--- config.mk ---
export PLATFORM = sky130hd
export DESIGN_NAME = xbar_port_arb
export DESIGN_NICKNAME = d
export VERILOG_FILES = /design/src/rtl/xbar_arb_pkg.sv /design/src/rtl/xbar_arb_pick.sv /design/src/rtl/xbar_arb_ctrl.sv /design/src/rtl/xbar_arb_data.sv /design/src/rtl/xbar_port_arb.sv
export SDC_FILE = /design/constraint.sdc
export NUM_CORES = 1
export LEC_CHECK = 0
export ABC_AREA = 1
export BUFFER_PORTS_ARGS = -buffer_cell sky130_fd_sc_hd__buf_4
export CORE_AREA = 2 2 271 273
export DETAILED_ROUTE_END_ITERATION = 16
export DIE_AREA = 0 0 273 275
export HOLD_SLACK_MARGIN = 0.12
export SYNTH_ARGS = -nofsm -noshare
export SYNTH_HDL_FRONTEND = slang
export SYNTH_SLANG_ARGS = --single-unit
--- constraint.sdc ---
create_clock -name clk -period 4.1 [get_ports clk]
set_clock_uncertainty 0.2 [all_clocks]
set_input_delay 0.615 -clock clk [delete_from_list [all_inputs] [get_ports clk]]
set_output_delay 0.615 -clock clk [all_outputs]
set_load 0.02 [all_outputs]
--- src/rtl/xbar_arb_pkg.sv ---
package xbar_arb_pkg;

  typedef enum logic [1:0] {
    PORT_PARK = 2'd0,
    PORT_WAKE = 2'd1,
    PORT_BUSY = 2'd2
  } portState_t;

  // Strobes from control to datapath
  typedef struct packed {
    logic loadOwner;  // capture arbitration winner as new owner
    logic dropOwner;  // release ownership
  } arbStrobe_t;

endpackage

--- src/rtl/xbar_arb_pick.sv ---
module xbar_arb_pick #(
  parameter int N  = 6,
  parameter int IW = $clog2(N)
) (
  input  logic          rrMode,
  input  logic [N-1:0]  req,
  input  logic [IW-1:0] lastId,
  output logic [IW-1:0] winIdx
);
  localparam logic [IW:0] NW = (IW+1)'(N);

  logic          found;
  logic [IW:0]   sum;
  logic [IW-1:0] cand;

  always_comb begin
    winIdx = '0;
    found  = 1'b0;
    sum    = '0;
    cand   = '0;
    for (int k = 0; k < N; k++) begin
      if (rrMode) begin
        sum = {1'b0, lastId} + (IW+1)'(k + 1);
        if (sum >= NW) sum = sum - NW;
        cand = sum[IW-1:0];
      end else begin
        cand = IW'(k);
      end
      if (!found && req[cand]) begin
        found  = 1'b1;
        winIdx = cand;
      end
    end
  end
endmodule

--- src/rtl/xbar_arb_ctrl.sv ---
module xbar_arb_ctrl
  import xbar_arb_pkg::*;
(
  input  logic       clk,
  input  logic       rstN,
  input  logic       anyReq,
  input  logic       xferDone,
  output arbStrobe_t strobe,
  output logic       parked
);
  portState_t state, stateNext;

  always_comb begin
    stateNext        = state;
    strobe.loadOwner = 1'b0;
    strobe.dropOwner = 1'b0;
    case (state)
      PORT_PARK: if (anyReq) stateNext = PORT_WAKE;
      PORT_WAKE: begin
        if (anyReq) begin
          stateNext        = PORT_BUSY;
          strobe.loadOwner = 1'b1;
        end else begin
          stateNext = PORT_PARK;
        end
      end
      PORT_BUSY: begin
        if (xferDone) begin
          if (anyReq) begin
            strobe.loadOwner = 1'b1;
          end else begin
            strobe.dropOwner = 1'b1;
            stateNext        = PORT_PARK;
          end
        end
      end
      default: stateNext = PORT_PARK;
    endcase
  end

  always_ff @(posedge clk or negedge rstN) begin
    if (!rstN) state <= PORT_PARK;
    else       state <= stateNext;
  end

  assign parked = (state == PORT_PARK);
endmodule

--- src/rtl/xbar_arb_data.sv ---
module xbar_arb_data
  import xbar_arb_pkg::*;
#(
  parameter int N  = 6,
  parameter int AW = 32,
  parameter int DW = 64,
  parameter int IW = $clog2(N)
) (
  input  logic          clk,
  input  logic          rstN,
  input  arbStrobe_t    strobe,
  input  logic          rrMode,
  input  logic [N-1:0]  mReq,
  input  logic [N*AW-1:0] mAddr,
  input  logic [N*DW-1:0] mWdata,
  input  logic [N-1:0]  mWrite,
  output logic [N-1:0]  mGrant,
  output logic          sValid,
  output logic [AW-1:0] sAddr,
  output logic [DW-1:0] sWdata,
  output logic          sWrite
);
  logic [IW-1:0] ownerId, lastId, winIdx;
  logic          ownValid;

  xbar_arb_pick #(.N(N), .IW(IW)) u_pick (
    .rrMode (rrMode),
    .req    (mReq),
    .lastId (lastId),
    .winIdx (winIdx)
  );

  always_ff @(posedge clk or negedge rstN) begin
    if (!rstN) begin
      ownerId  <= '0;
      ownValid <= 1'b0;
      lastId   <= IW'(N - 1);
    end else if (strobe.loadOwner) begin
      ownerId  <= winIdx;
      ownValid <= 1'b1;
      lastId   <= winIdx;
    end else if (strobe.dropOwner) begin
      ownValid <= 1'b0;
    end
  end

  for (genvar g = 0; g < N; g++) begin : g_grant
    assign mGrant[g] = ownValid && (ownerId == IW'(g));
  end

  always_comb begin
    sAddr  = '0;
    sWdata = '0;
    sWrite = 1'b0;
    if (ownValid) begin
      sAddr  = mAddr[int'(ownerId)*AW +: AW];
      sWdata = mWdata[int'(ownerId)*DW +: DW];
      sWrite = mWrite[ownerId];
    end
  end

  assign sValid = ownValid;
endmodule

--- src/rtl/xbar_port_arb.sv ---
module xbar_port_arb
  import xbar_arb_pkg::*;
#(
  parameter int N  = 6,
  parameter int AW = 32,
  parameter int DW = 64
) (
  input  logic            clk,
  input  logic            rstN,
  input  logic            rrMode,
  input  logic [N-1:0]    mReq,
  input  logic            xferDone,
  input  logic [N*AW-1:0] mAddr,
  input  logic [N*DW-1:0] mWdata,
  input  logic [N-1:0]    mWrite,
  output logic [N-1:0]    mGrant,
  output logic            parked,
  output logic            sValid,
  output logic [AW-1:0]   sAddr,
  output logic [DW-1:0]   sWdata,
  output logic            sWrite
);
  arbStrobe_t strobe;

  xbar_arb_ctrl u_ctrl (
    .clk      (clk),
    .rstN     (rstN),
    .anyReq   (|mReq),
    .xferDone (xferDone),
    .strobe   (strobe),
    .parked   (parked)
  );

  xbar_arb_data #(.N(N), .AW(AW), .DW(DW)) u_data (
    .clk    (clk),
    .rstN   (rstN),
    .strobe (strobe),
    .rrMode (rrMode),
    .mReq   (mReq),
    .mAddr  (mAddr),
    .mWdata (mWdata),
    .mWrite (mWrite),
    .mGrant (mGrant),
    .sValid (sValid),
    .sAddr  (sAddr),
    .sWdata (sWdata),
    .sWrite (sWrite)
  );
endmodule

# Yosys cells after proc, flatten, opt, wreduce, memory -nomap -nowiden

Cells that the tools add are included.

Register bits after elaboration: 9
Bits in latches: 0
Bits in writable memories: 0
Bits in read-only memories: 0
Input bits: 592
Output and inout bits: 105
Logic and storage cells: 114
Memories kept: 0

Add/sub/neg operators: 12
$mul: 0
Divide/modulo/power cells: 0
$lt $le $gt $ge: 13
Equality and inequality tests: 10
Shift-type cells: 2
Mux-type cells: 52
Bitwise gates (word level): 0
Reduce and logical (&&, ||, !) cells: 21

Operators with widths:

| operator                                                                            | count |
|---|---|
| 384-bit by 10-bit variable part select with 64-bit output                           | 1 |
| 192-bit by 9-bit variable part select with 32-bit output                            | 1 |
| 64-bit two-way mux                                                                  | 1 |
| 3-bit two-way mux                                                                   | 18 |
| 32-bit two-way mux                                                                  | 1 |
| 3-bit by 4-bit less-than comparator with 1-bit output, second input constant        | 7 |
| 4-bit by 3-bit greater-or-equal comparator with 1-bit output, second input constant | 6 |
| 1-bit binary-select mux with 3-bit select                                           | 7 |
| 1-bit two-way mux                                                                   | 18 |
| 3-bit subtractor, second input constant                                             | 6 |
| 3-bit by 3-bit adder with 4-bit output, second input constant                       | 3 |
| 1-bit logical AND                                                                   | 11 |
| 2-bit two-way mux                                                                   | 5 |
| 3-bit by 2-bit adder with 4-bit output, second input constant                       | 2 |
| 3-bit by 2-bit == test with 1-bit output, second input constant                     | 2 |
| 3-bit == test, second input constant                                                | 2 |
| 2-bit one-hot mux with 3 select lines                                               | 1 |
| 6-bit OR reduction                                                                  | 1 |
| 1-bit zero test                                                                     | 5 |
| 3-bit by 1-bit adder with 4-bit output, second input constant                       | 1 |
| 2-bit != test, second input constant                                                | 2 |
| 3-bit by 1-bit == test with 1-bit output, second input constant                     | 1 |
| 3-bit zero test                                                                     | 1 |
| 3-bit AND reduction                                                                 | 1 |
| 6 further kinds                                                                     | 6 |

# Longest topological paths before layout

Depth after elaboration: 22
Gate-level depth with buffers: 19
Gate-level depth less buffers: 19

# Hierarchy

From an unflattened synthesis, not the netlist that was laid out.

Cell total of the unflattened synthesis: 1811
Area, all modules: 7758.7 µm²

Modules (own cells, without submodules):

| module        | times used | cells an instance | area each (µm²) | seq. area each (µm²) |
|---|---|---|---|---|
| xbar_arb_data | 1          | 1606              | 6636.4          | 152.6 |
| xbar_arb_pick | 1          | 176               | 910.9           | 0.0 |
| xbar_arb_ctrl | 1          | 25                | 195.2           | 50.0 |
| xbar_port_arb | 1          | 4                 | 16.3            | 0.0 |

# Least setup slack after synthesis

OpenSTA, ideal clock, no wires.

Path type: register to output
Start point: reg u_data.lastId[1] (netlist name)
End point: out sWdata[32]
Arrival time: 1.816 ns
Required time: 3.285 ns
Path slack: 1.469 ns
Stages on the path, launching flop included: 7
Path buffers: 2
Path through: dfrtp_1 inv_2 nor2_1 clkbuf_1 buf_2 a221oi_1 o22ai_1

RTL lines:

| what      | line                | text |
|---|---|---|
| to (decl) | xbar_port_arb.sv:20 | `output logic [DW-1:0] sWdata,` |

==> metrics <==
vias in the first global route=8930; Synth Net Count=1320; site row count=99; FMAX=0.273 GHz; Routed WL=53900 um; Layout Nets=1958; CP required=3280 ps; hpwl dp=45900 um; first-pass GRT wire length=68300 um; Setup crit start kind=register; Fill cells=8333; slowest CP cell=nor2_4; largest net degree at the start of global routing=71; Hold Fails Final Rpt=0; initial DRC count=581; Critical Path Fanout Max=47; cells after synthesis=715; full die area=75100 um^2; critical path, cell by cell=inv_2 -> nor2_4 -> buf_12 -> a221oi_1 -> o22ai_1 -> buf_4; cells taking the most area after synthesis=a221oi_1 17%, a22o_1 17%, a22oi_1 15%, o22ai_1 12%, nand2_1 5.3%; clock root cell=clkbuf_16; Syn Std Cell Area=4920 um^2; Slew @ Worst Pin=1220 ps; synthesized area per cell=6.88 um^2; cell taking the most area after synthesis=a221oi_1; period utilization=89.4%; Rel. slew slack=18.8%; antenna violations before repair=18; Post-DRT Antenna Nets=0; gr usage total=12.9%; total gr overflow=0; fin crit period=3660 ps; area of the multi-input gates=4210 um^2; sequential-to-total area share from yosys stat=4.12%; CTS max path bufs=2; RD Place Congestion=0.849; Cell Pwr Density=747 nW/um^2; Slew Limit Fails=0; I/O pin cnt=697; Yosys reg bits=8; post-DR vias/cell=4.04; Initial Util=6.80%; leakage dissipation=0.00521 uW; TritonCTS Buffers=3; drt first pass iters=5; die width=273 um; status=finished clean; VDD IR max=333 uV; Finished Layout Cells=2320; Worst-path clk slew=30 ps; placed cells=2306; Clk Latency, worst-skew pair=230 ps; final setup TNS=0 ps; routed vias=9384; Sequential Area=203 um^2; Area Overhead vs Synth=132%; Yosys top cell area share=17.3%; critical path class=reg -> out; Worst setup EP type=output pin; share of layout cells above drive strength 1=57.5%; CP arrival=2850 ps; CTS tree=built; floorplan core area=72300 um^2; worst min path class=reg -> reg; Setup violations, final=0; RSZ-0062 raised after global routing=no; number of buffers added on ports=696; synth warn=0; post-layout util=15.7%; Die Ht=275 um; clock sinks=8; count of cell types in the netlist=38; Max Cap Viol=0; # H-tree levels=1; wire per inst=23.2 um; crit-path max cell delay=630 ps; DRC viols=0
[cell usage after synthesis, drive strengths merged]
cell type / instances
a22oi: 98
nand4: 11
nor3: 1
or2: 2
nand2: 87
buf: 32
nor2: 25
nand3: 27
a31oi: 1
a22o: 97
inv: 42
ha: 13
clkbuf: 54
dfstp: 2
a21oi: 4
and2: 1
o21ai: 14
nand3b: 3
a221oi: 97
o22ai: 97
dfrtp: 6
a21boi: 1
[flip-flops by register name, summed over array words and instances, names as in the netlist]
register	cells
u_data.sValid	1
u_data.ownerId	2
u_data.lastId	3
u_ctrl.state	2
[kinds of logic after synthesis]
group / synth area share (%)
and+or+nand+nor: 16.9
AOI/OAI and AO/OA: 64.7
DFF: 4.12
adders and majority gates: 3.31
buffers and inverters: 10.9
[power by group]
| part | total, uW | leakage (uW) | internal (uW) | switching [uW] |
|---|---|---|---|---|
| combinational | 8160 | 0.00508 | 3020 | 5140 |
| clock | 166 | 0.0000382 | 129 | 36.3 |
| sequential | 177 | 0.0000936 | 119 | 57.9 |
| total | 8500 | 0.00521 | 3260 | 5240 |
[routing by layer]
metal | part of all wire, % | vias up | global-route usage, %
met2 | 48 | 619 | 22.3
met4 | 3.9 | 14 | 4.87
met1 | 38 | 4406 | 14.9
met3 | 9.6 | 79 | 3.94
li1 | - | 4266 | -
met5 | 0.14 | - | 0
[what timing repair did]
| action | in CTS | in global routing |
|---|---|---|
| setup buffers | 0 | 0 |
| resized for setup | 0 | 0 |
| hold buffers | 1 | 0 |
| endpoints found under the hold margin | 6 | 0 |
[final timing paths]
check,start,end,slack (ps),depth (start not counted)
setup / recovery,u_data.lastId[1],sWdata[44],440,6
min in group asynchronous,rstN,u_ctrl.state[0],550,2
setup reg to reg,u_data.lastId[1],u_data.ownerId[0],1150,15
hold / removal,u_data.lastId[2],u_data.lastId[2],340,2
max in group asynchronous,rstN,u_data.lastId[0],2930,2
hold reg to reg,u_data.lastId[2],u_data.lastId[2],340,2
[placed cells by master (no fill, tap or decap), types with 2 or more instances in the layout]
| cell | n |
|---|---|
| nand2_1 | 69 |
| nand3_1 | 16 |
| o21ai_2 | 7 |
| nand4_1 | 10 |
| o21ai_0 | 4 |
| dfrtp_1 | 6 |
| nand3b_1 | 3 |
| ha_1 | 13 |
| a22oi_1 | 98 |
| a221oi_1 | 97 |
| inv_1 | 35 |
| buf_12 | 9 |
| a22o_1 | 97 |
| o22ai_1 | 97 |
| buf_4 | 709 |
| o21ai_1 | 3 |
| nand2_4 | 3 |
| nor2_2 | 3 |
| clkbuf_16 | 3 |
| diode_2 | 9 |
| nand3_4 | 2 |
| a21oi_1 | 3 |
| nand3_2 | 9 |
| dfstp_2 | 2 |
| nand2_2 | 15 |
| nor2_4 | 6 |
| nor2_1 | 16 |
| inv_2 | 6 |
[metrics by stage]
step / hold slack (ps) / total power (uW) / area, um^2 / setup WS, ps
floorplan: 119 / 4560 / 4920 / 1470
global placement: 243 / 8440 / 11300 / 484
detailed placement: 245 / 8430 / 11300 / 483
CTS: 348 / 8620 / 11400 / 235
global route: 385 / 9080 / 11400 / 212
finish: 339 / 8500 / 11400 / 436
[area by class of cell]
type / instances / share of cell area (%)
diodes: 9 / 0.198
clock buffers: 4 / 0.692
inverters: 42 / 1.41
multi-input cells: 579 / 37.0
flip-flops and latches: 8 / 1.78
well taps: 959 / 10.5
repair buffers: 719 / 48.4
[worst max-delay path, delay by kind of cell (launching register included)]
family                 cells  cell delay [ps]
AO/OA/AOI/OAI              2              570
flip-flops                 1              580
AND/OR/NAND/NOR            1              630
buffers and inverters      3              770
(Power assumes the default switching activity.)
